===== src/rtl/mbox_pkg.sv =====
package mbox_pkg;
   // condition / request / status bit positions (shared by status and interrupt registers)
   localparam int COND_TXE  = 0;
   localparam int COND_TXNF = 1;
   localparam int COND_RXNE = 2;
   localparam int COND_RXOV = 3;
   localparam int N_COND    = 4;

   // register word offsets
   typedef enum logic [2:0] {
      REG_IRQ  = 3'd0,
      REG_DATA = 3'd1,
      REG_STAT = 3'd2
   } mbox_reg_e;

   // condition levels right after reset (outbound empty and not full)
   localparam logic [N_COND-1:0] COND_AT_RESET = 4'b0011;
endpackage


===== src/rtl/mbox_byte_fifo.sv =====
module mbox_byte_fifo #(
   parameter int WIDTH = 8,
   parameter int DEPTH = 8
) (
   input  logic             clk,
   input  logic             rst_n,
   input  logic             push,
   input  logic [WIDTH-1:0] push_data,
   input  logic             pop,
   output logic [WIDTH-1:0] head,
   output logic             empty,
   output logic             full
);
   localparam int AW   = (DEPTH > 1) ? $clog2(DEPTH) : 1;
   localparam int CW   = $clog2(DEPTH + 1);
   localparam bit POW2 = (DEPTH == (1 << AW));

   if (DEPTH < 2) begin : g_bad_depth
      $error("mbox_byte_fifo: DEPTH must be at least 2");
   end
   if (WIDTH < 1) begin : g_bad_width
      $error("mbox_byte_fifo: WIDTH must be positive");
   end

   logic [WIDTH-1:0] mem [DEPTH];
   logic [AW-1:0]    wr_ptr, rd_ptr;
   logic [CW-1:0]    count;
   logic             do_push, do_pop;
   logic [AW-1:0]    wr_next, rd_next;

   assign empty   = (count == '0);
   assign full    = (count == CW'(DEPTH));
   assign do_push = push & ~full;
   assign do_pop  = pop & ~empty;
   assign head    = mem[rd_ptr];

   // pointer advance: natural wrap for power-of-two depths, compare otherwise
   if (POW2) begin : g_wrap_nat
      assign wr_next = wr_ptr + 1'b1;
      assign rd_next = rd_ptr + 1'b1;
   end else begin : g_wrap_cmp
      assign wr_next = (wr_ptr == AW'(DEPTH - 1)) ? '0 : wr_ptr + 1'b1;
      assign rd_next = (rd_ptr == AW'(DEPTH - 1)) ? '0 : rd_ptr + 1'b1;
   end

   always_ff @(posedge clk or negedge rst_n) begin
      if (!rst_n) begin
         wr_ptr <= '0;
         rd_ptr <= '0;
         count  <= '0;
      end else begin
         if (do_push) wr_ptr <= wr_next;
         if (do_pop)  rd_ptr <= rd_next;
         case ({do_push, do_pop})
            2'b10:   count <= count + 1'b1;
            2'b01:   count <= count - 1'b1;
            default: count <= count;
         endcase
      end
   end

   always_ff @(posedge clk) begin
      if (do_push) mem[wr_ptr] <= push_data;
   end
endmodule


===== src/rtl/mbox_irq_ctrl.sv =====
module mbox_irq_ctrl #(
   parameter int              N        = 4,
   parameter logic [N-1:0]    COND_RST = '0
) (
   input  logic         clk,
   input  logic         rst_n,
   input  logic [N-1:0] cond,
   input  logic [N-1:0] clr,
   input  logic         mask_we,
   input  logic [N-1:0] mask_d,
   output logic [N-1:0] req,
   output logic [N-1:0] mask,
   output logic         irq
);
   if (N < 1) begin : g_bad_n
      $error("mbox_irq_ctrl: N must be positive");
   end

   logic [N-1:0] cond_q;

   // one flag per condition; set on rising edge beats a same-cycle clear
   for (genvar i = 0; i < N; i++) begin : g_req
      always_ff @(posedge clk or negedge rst_n) begin
         if (!rst_n) begin
            req[i]    <= 1'b0;
            cond_q[i] <= COND_RST[i];
         end else begin
            cond_q[i] <= cond[i];
            if (cond[i] & ~cond_q[i]) req[i] <= 1'b1;
            else if (clr[i])          req[i] <= 1'b0;
         end
      end
   end

   always_ff @(posedge clk or negedge rst_n) begin
      if (!rst_n)       mask <= '0;
      else if (mask_we) mask <= mask_d;
   end

   assign irq = |(req & mask);
endmodule


===== src/rtl/mbox_fifo_regs.sv =====
module mbox_fifo_regs
   import mbox_pkg::*;
#(
   parameter int DATA_W   = 32,
   parameter int BYTE_W   = 8,
   parameter int BYTE_LSB = 8,
   parameter int ADDR_W   = 3,
   parameter int TX_DEPTH = 8,
   parameter int RX_DEPTH = 8
) (
   input  logic              clk,
   input  logic              rst_n,
   input  logic              bus_sel,
   input  logic              bus_we,
   input  logic [ADDR_W-1:0] bus_addr,
   input  logic [DATA_W-1:0] bus_wdata,
   output logic [DATA_W-1:0] bus_rdata,
   output logic              tx_valid,
   input  logic              tx_ready,
   output logic [BYTE_W-1:0] tx_data,
   input  logic              rx_valid,
   input  logic [BYTE_W-1:0] rx_data
   ,output logic             irq
);
   localparam int                MASK_LSB = N_COND;
   localparam logic [ADDR_W-1:0] A_IRQ    = ADDR_W'(REG_IRQ);
   localparam logic [ADDR_W-1:0] A_DATA   = ADDR_W'(REG_DATA);
   localparam logic [ADDR_W-1:0] A_STAT   = ADDR_W'(REG_STAT);

   if (BYTE_LSB + BYTE_W > DATA_W) begin : g_bad_lane
      $error("mbox_fifo_regs: byte lane exceeds data width");
   end
   if (2 * N_COND > DATA_W) begin : g_bad_irq_w
      $error("mbox_fifo_regs: interrupt register does not fit");
   end
   if (ADDR_W < 2) begin : g_bad_addr
      $error("mbox_fifo_regs: ADDR_W too small for three registers");
   end

   logic              wr, rd, hit_irq, hit_data, hit_stat;
   logic              tx_empty, tx_full, rx_empty, rx_full;
   logic [BYTE_W-1:0] rx_head;
   logic              ovf_q;
   logic [N_COND-1:0] cond, clr, req, mask;
   logic              unused_wdata;

   assign wr       = bus_sel & bus_we;
   assign rd       = bus_sel & ~bus_we;
   assign hit_irq  = (bus_addr == A_IRQ);
   assign hit_data = (bus_addr == A_DATA);
   assign hit_stat = (bus_addr == A_STAT);

   mbox_byte_fifo #(.WIDTH(BYTE_W), .DEPTH(TX_DEPTH)) u_tx_fifo (
      .clk       (clk),
      .rst_n     (rst_n),
      .push      (wr & hit_data),
      .push_data (bus_wdata[BYTE_LSB +: BYTE_W]),
      .pop       (tx_ready),
      .head      (tx_data),
      .empty     (tx_empty),
      .full      (tx_full)
   );
   assign tx_valid = ~tx_empty;

   mbox_byte_fifo #(.WIDTH(BYTE_W), .DEPTH(RX_DEPTH)) u_rx_fifo (
      .clk       (clk),
      .rst_n     (rst_n),
      .push      (rx_valid),
      .push_data (rx_data),
      .pop       (rd & hit_data),
      .head      (rx_head),
      .empty     (rx_empty),
      .full      (rx_full)
   );

   // sticky overflow; a new overflow beats a same-cycle acknowledge
   always_ff @(posedge clk or negedge rst_n) begin
      if (!rst_n)                                  ovf_q <= 1'b0;
      else if (rx_valid & rx_full)                 ovf_q <= 1'b1;
      else if (wr & hit_stat & bus_wdata[COND_RXOV]) ovf_q <= 1'b0;
   end

   always_comb begin
      cond            = '0;
      cond[COND_TXE]  = tx_empty;
      cond[COND_TXNF] = ~tx_full;
      cond[COND_RXNE] = ~rx_empty;
      cond[COND_RXOV] = ovf_q;
   end

   assign clr = (wr & (hit_irq | hit_stat)) ? bus_wdata[N_COND-1:0] : '0;

   mbox_irq_ctrl #(.N(N_COND), .COND_RST(COND_AT_RESET)) u_irq (
      .clk     (clk),
      .rst_n   (rst_n),
      .cond    (cond),
      .clr     (clr),
      .mask_we (wr & hit_irq),
      .mask_d  (bus_wdata[MASK_LSB +: N_COND]),
      .req     (req),
      .mask    (mask),
      .irq     (irq)
   );

   always_comb begin
      bus_rdata = '0;
      if (rd) begin
         if (hit_irq) begin
            bus_rdata[N_COND-1:0]          = req;
            bus_rdata[MASK_LSB +: N_COND]  = mask;
         end else if (hit_data) begin
            if (!rx_empty) bus_rdata[BYTE_LSB +: BYTE_W] = rx_head;
         end else if (hit_stat) begin
            bus_rdata[N_COND-1:0] = cond;
         end
      end
   end

   assign unused_wdata = ^bus_wdata;
endmodule


===== config.mk =====
export PLATFORM = sky130hd
export DESIGN_NAME = mbox_fifo_regs
export DESIGN_NICKNAME = d
export VERILOG_FILES = /design/src/rtl/mbox_pkg.sv /design/src/rtl/mbox_byte_fifo.sv /design/src/rtl/mbox_irq_ctrl.sv /design/src/rtl/mbox_fifo_regs.sv
export SDC_FILE = /design/constraint.sdc
export NUM_CORES = 1
export LEC_CHECK = 0
export BUFFER_PORTS_ARGS = -buffer_cell sky130_fd_sc_hd__buf_2
export CAP_MARGIN = 20
export CORE_MARGIN = 2
export CORE_UTILIZATION = 25
export CTS_CLUSTER_DIAMETER = 80
export DETAILED_ROUTE_END_ITERATION = 8
export PLACE_DENSITY = 0.41
export SYNTH_ARGS = -nofsm -noshare
export SYNTH_HDL_FRONTEND = slang
export SYNTH_SLANG_ARGS = --single-unit

===== constraint.sdc =====
create_clock -name clk -period 5.95 [get_ports clk]
set_input_delay 0.595 -clock clk [delete_from_list [all_inputs] [get_ports clk]]
set_output_delay 0.595 -clock clk [all_outputs]
set_load 0.01 [all_outputs]

[Yosys cells after proc, flatten, opt, wreduce, memory -nomap -nowiden]
Memories as Yosys holds them, arrays and structs flattened.
Index checks and enable logic that the tools add are counted.
Cells by class
  $add $sub $neg: 8
  multiply operators: 0
  divide/modulo/power cells: 0
  magnitude comparators: 0
  eq/ne operators: 8
  shifts and indexed selects: 0
  mux-type cells: 25
  bitwise operators: 28
  reduce and logical (&&, ||, !) cells: 11
Operator list (count)
  2-to-1 mux 8 bit: 3
  2-to-1 mux 4 bit: 5
  AND 1 bit: 17
  2-to-1 mux 16 bit: 1
  one-hot mux 4 bit (2 select lines): 2
  2-to-1 mux 1 bit: 14
  nonzero test 2 bit: 7
  adder 3 x 1 -> 3 bit, second input constant: 4
  NOT 1 bit: 9
  adder 4 x 1 -> 4 bit, second input constant: 2
  equality test 4 bit, second input constant: 2
  logical NOT 4 bit: 2
  subtractor 4 x 1 -> 4 bit, second input constant: 2
  AND 4 bit: 1
  equality test 2 x 1 -> 1 bit, second input constant: 2
  equality test 2 bit, second input constant: 2
  OR reduction 4 bit: 1
  equality test 3 x 1 -> 1 bit, second input constant: 1
  equality test 3 x 2 -> 1 bit, second input constant: 1
  logical NOT 3 bit: 1
  bitwise OR 1 bit: 1
Storage, ports and cells
  register bits after elaboration: 33
  bits in latches: 0
  bits in writable memories: 128
  ROM bits: 0
  input port bits: 49
  word-level logic and storage cells: 98
  memories kept: 2
Memories
  u_rx_fifo.mem: words 8, bits a word 8, read ports 1, clocked after memory_dff 0, wr ports 1, RTL line mbox_byte_fifo.sv:25  | logic [WIDTH-1:0] mem [DEPTH];
  u_tx_fifo.mem: words 8, bits a word 8, read ports 1, clocked after memory_dff 0, wr ports 1, RTL line mbox_byte_fifo.sv:25

[Depth between registers and ports, before layout]
  depth after elaboration: 6
  gate-level depth with buffers: 12
  mapped depth without buffers: 10

[Modules after synthesis]
Synthesis repeated with hierarchy kept, for this count alone.
Unflattened totals
  cells, all modules: 411
  area, all modules: 7145.6 um^2
Modules (own cells, without submodules)
  mbox_byte_fifo: times used 2, cells an instance 160, area an instance 3124.2 um^2
  mbox_fifo_regs: times used 1, cells an instance 60, area an instance 475.5 um^2
  mbox_irq_ctrl: times used 1, cells an instance 31, area an instance 421.7 um^2

[Worst setup path before layout]
OpenSTA, ideal clock, no wires.
  kind: input to register
  from: in bus_addr[1]
  to: reg u_tx_fifo.count[2]
  setup time: 0.127 ns
  arrival time: 2.540 ns
  data required time: 5.823 ns
  setup slack: 3.283 ns
  cell stages on the path: 11
  path through: buf_6 or3b_4 nor3_4 inv_1 ha_1 xor2_1 ha_1 a21oi_1 xor2_1 nor2_1 xor2_1
Between the ends
  longest elaborated chain between the ends: 5
Ends and longest elaborated chain
  start, declared: RTL line mbox_fifo_regs.sv:15  | input logic [ADDR_W-1:0] bus_addr,
  equality test 3 x 1 -> 1 bit (*): RTL line mbox_fifo_regs.sv:50  | assign hit_data = (bus_addr == A_DATA);
  AND 1 bit (*): RTL line mbox_fifo_regs.sv:56  | .push (wr & hit_data),
  AND 1 bit (*): RTL line mbox_byte_fifo.sv:33  | assign do_push = push & ~full;
  equality test 2 x 1 -> 1 bit / equality test 2 bit (equally long branches): RTL line mbox_byte_fifo.sv:54  | case ({do_push, do_pop})
  one-hot mux 4 bit (2 select lines) / nonzero test 2 bit (equally long branches)
  end signal, assigned: RTL line mbox_byte_fifo.sv:55  | 2'b10: count <= count + 1'b1;
  end signal, assigned: RTL line mbox_byte_fifo.sv:56  | 2'b01: count <= count - 1'b1;
  end signal, assigned: RTL line mbox_byte_fifo.sv:57  | default: count <= count;
  end, declared: RTL line mbox_byte_fifo.sv:27  | logic [CW-1:0] count;
Every way passes the cells marked *; elsewhere a longest branch is shown, timed or not.
A chain may end at the register's enable or synchronous reset.

[Worst setup path after layout]
  from: reg u_tx_fifo.rd_ptr[1]
  to: out tx_data[7]
Between the ends
  longest elaborated chain between the ends: 1
Ends and longest elaborated chain
  start, declared: RTL line mbox_byte_fifo.sv:26  | logic [AW-1:0] wr_ptr, rd_ptr;
  start signal, assigned: RTL line mbox_byte_fifo.sv:53  | if (do_pop) rd_ptr <= rd_next;
  memory (8 x 8 bit)
  end, declared: RTL line mbox_fifo_regs.sv:20  | output logic [BYTE_W-1:0] tx_data,
Every way passes these cells.

==> flow_metrics.py <==
metrics = {
    "sta": {
        "slew_violations": 0,
        "finalSetupViolCount": 0,
        "finalHoldViolations": 0,
        "setup-tns-final_ns": 0,
        "clock_skew_ns": 0.00944,
        "finalCritPeriodShare": 0.477,
        "fmax_mhz": 353,
        "fin_crit_ns": 2.84,
        "tightest_slew_ns": 1.02,
        "relSlewSlack": 0.317,
        "whs_ns": 0.250,
        "rsz0062_at_grt": "no",
    },
    "logic_synthesis": {
        "synthAdderAreaFrac": 0.0184,
        "yosysWarnings": 0,
        "syn_avg_cell_area_sq_um": 17.5,
        "synth_top_family_by_area": "multiplexers",
        "syn_area_sq_mm": 0.00679,
        "synth.area.mux_share": 0.149,
        "synth_async_sr_flop_share": 0.205,
        "synth-edff-count": 128,
        "yosysSeqAreaShare": 0.688,
        "synthFlopType": "edfxtp_1",
        "ys_ff_latch": 161,
        "synth_cell_types": 48,
        "synth_xor_area_frac": 0.0241,
        "synth-simple-area-share": 0.0680,
        "syn_inst": 387,
        "synth-compound-area-share": 0.0162,
    },
    "clocking": {
        "tritoncts": "built",
        "post_cts_resized": 0,
        "cts_sinks": 161,
        "numCtsBuffers": 17,
        "htree_num_levels": 4,
        "clk_pin_slew_ns": 0.07,
        "clockBufferDepth": 2,
        "clockRootBuffer": "clkbuf_16",
        "cts_setup_buffers": 0,
        "clock_latency_ns": 0.42,
        "postCtsHoldBufs": 0,
    },
    "global_route": {
        "grt_usage": 0.0999,
        "grt_overflow_total": 0,
        "antenna_found_initial": 1,
        "grt_max_degree": 34,
        "grt_pass1_wl_um": 21100,
        "grt_pass1_vias": 3675,
    },
    "route": {
        "avgViaCountPerCell": 4.25,
        "num_vias": 3415,
        "drc_errors": 0,
        "drtIter0Drc": 163,
        "firstDrtPassIters": 4,
        "wl_per_cell_um": 16.8,
        "ant_nets": 0,
        "drt_wl_total_um": 13500,
    },
    "floorplanning": {
        "io_pins": 91,
        "core_sq_mm": 0.0268,
        "initial_utilization": 0.253,
        "die_w_um": 169,
        "dieArea_sq_mm": 0.0285,
        "dieHeight_um": 169,
        "row_count": 60,
    },
    "worst_setup_path": {
        "path_class": "flop to primary output",
        "ff2ff_setup_slack_ns": 3.17,
        "crit_chain": "mux4_2, mux2_2, buf_2",
        "slowest_delay_ns": 0.94,
        "cp.required_ns": 5.36,
        "crit_arrival_ns": 2.24,
        "critPathSlowestCell": "dfrtp_1",
        "worstSetupStartpointType": "flop",
        "path_buf_inv": 1,
        "cp-end-kind": "primary output",
        "cp_top_family": "flip-flops",
        "path_max_fanout": 18,
    },
    "run_status": {
        "status": "complete, no violations",
    },
    "layout": {
        "final_area_sq_mm": 0.00802,
        "area_delta_synth_final_pct": 18.2,
        "drive_gt1_frac": 0.342,
        "nets": 509,
    },
    "min_path": {
        "hold_path.class": "input port to async pin",
    },
    "power_and_ir_drop": {
        "leakagePower_nw": 2.84,
        "power.density_mw_per_mm2": 440,
        "vdd_drop_max_uv": 178,
    },
    "placed_design": {
        "portBuffers": 58,
        "hpwl_um": 8490,
        "place_congestion": 0.751,
        "placed_area_sq_mm": 0.00739,
    },
    "flow_run": {
        "maxCapViolCount": 0,
    },
}
==> cell families after synthesis <==
kind of cell               count (synthesis)
adders and majority gates                 10
and+or+nand+nor                           83
other                                      1
DFF                                      161
muxes                                     59
xor gates and xnor gates                  17
AOI/OAI and AO/OA                         16
buffers and inverters                     40
==> synthesized netlist by cell type (4+ instances only) <==
cell,number,area [sq um]
xnor2_1,7,61.3
nand2b_1,6,37.5
inv_1,7,26.3
buf_1,5,18.8
buf_4,19,143
xor2_1,8,70.1
edfxtp_1,128,3840
mux2i_1,11,110
nor3_1,5,25.0
a21oi_1,4,20.0
mux4_2,32,721
nand2_1,20,75.1
ha_1,10,125
nor2_1,24,90.1
and2_1,4,25.0
mux2_2,15,169
dfrtp_1,31,776
==> metrics by stage <==
step                utilization  instances  total power [mW]  setup slack [ns]
floorplan                     -        402              2.19              3.28
global placement          0.276        771              2.42              2.98
detailed placement        0.276        771              2.44              2.95
CTS                       0.299        802              3.59              3.05
global route              0.299        803              3.73              2.92
finish                    0.299        804              3.53              3.11
==> layer usage <==
metal,GRT usage,vias to the layer above,routed length (um)
met4,0.0337,0,136
li1,-,1578,-
met1,0.128,1759,6270
met3,0.0260,8,413
met5,0,-,0
met2,0.164,70,6660
==> registers in the layout, indices dropped and copies added (netlist names), 4 cells and up <==
signal,flops
u_irq.mask,4
u_tx_fifo.mem,64
u_rx_fifo.mem,64
u_irq.cond_q,4
u_tx_fifo.count,4
u_rx_fifo.count,4
u_irq.req,4
==> power breakdown <==
part,total [mW],switching (mW),internal (mW)
registers,1.58,0.193,1.38
clock network,1.15,0.472,0.676
logic,0.809,0.363,0.446
==> worst paths after layout <==
path | startpoint | depth (start not counted) | end
worst max-delay path | u_tx_fifo.rd_ptr[1] | 3 | tx_data[7]
worst min-delay path | rst_n | 1 | u_irq.mask[3]
worst max register to register | u_rx_fifo.count[2] | 10 | u_rx_fifo.count[2]
worst min register to register | u_irq.cond_q[2] | 1 | u_irq.req[2]
max in group asynchronous | rst_n | 1 | u_tx_fifo.wr_ptr[0]
min in group clk | bus_wdata[4] | 2 | u_irq.mask[0]
==> cell type report <==
type	instances	area [sq um]
Clock inverter	14	198
Multi-Input combinational cell	201	1950
Clock buffer	17	425
Timing Repair Buffer	61	317
Antenna cell	1	2.50
Tap cell	341	427
Fill cell	2646	18800
Sequential cell	161	4670
Inverter	8	30.0
==> cells in the final DEF, fill, tap and decap left out, types with 2 or more instances in the layout <==
master / n
a211oi_1: 2
a21oi_1: 4
a22o_1: 2
a22oi_1: 2
and2_1: 4
buf_2: 58
buf_4: 2
bufinv_16: 3
clkbuf_16: 17
clkinv_4: 2
conb_1: 16
dfrtp_1: 31
dfstp_2: 2
edfxtp_1: 128
ha_1: 10
inv_1: 7
inv_6: 5
inv_8: 2
mux2_2: 15
mux2i_1: 11
mux4_2: 32
nand2_1: 20
nand2_2: 3
nand2b_1: 6
nand3_1: 2
nor2_1: 24
nor3_2: 4
nor3b_2: 2
nor4_1: 3
nor4bb_1: 3
o21ai_0: 2
o2bb2ai_1: 3
xnor2_1: 7
xnor2_2: 2
xor2_1: 8
(Power assumes the default switching activity.)
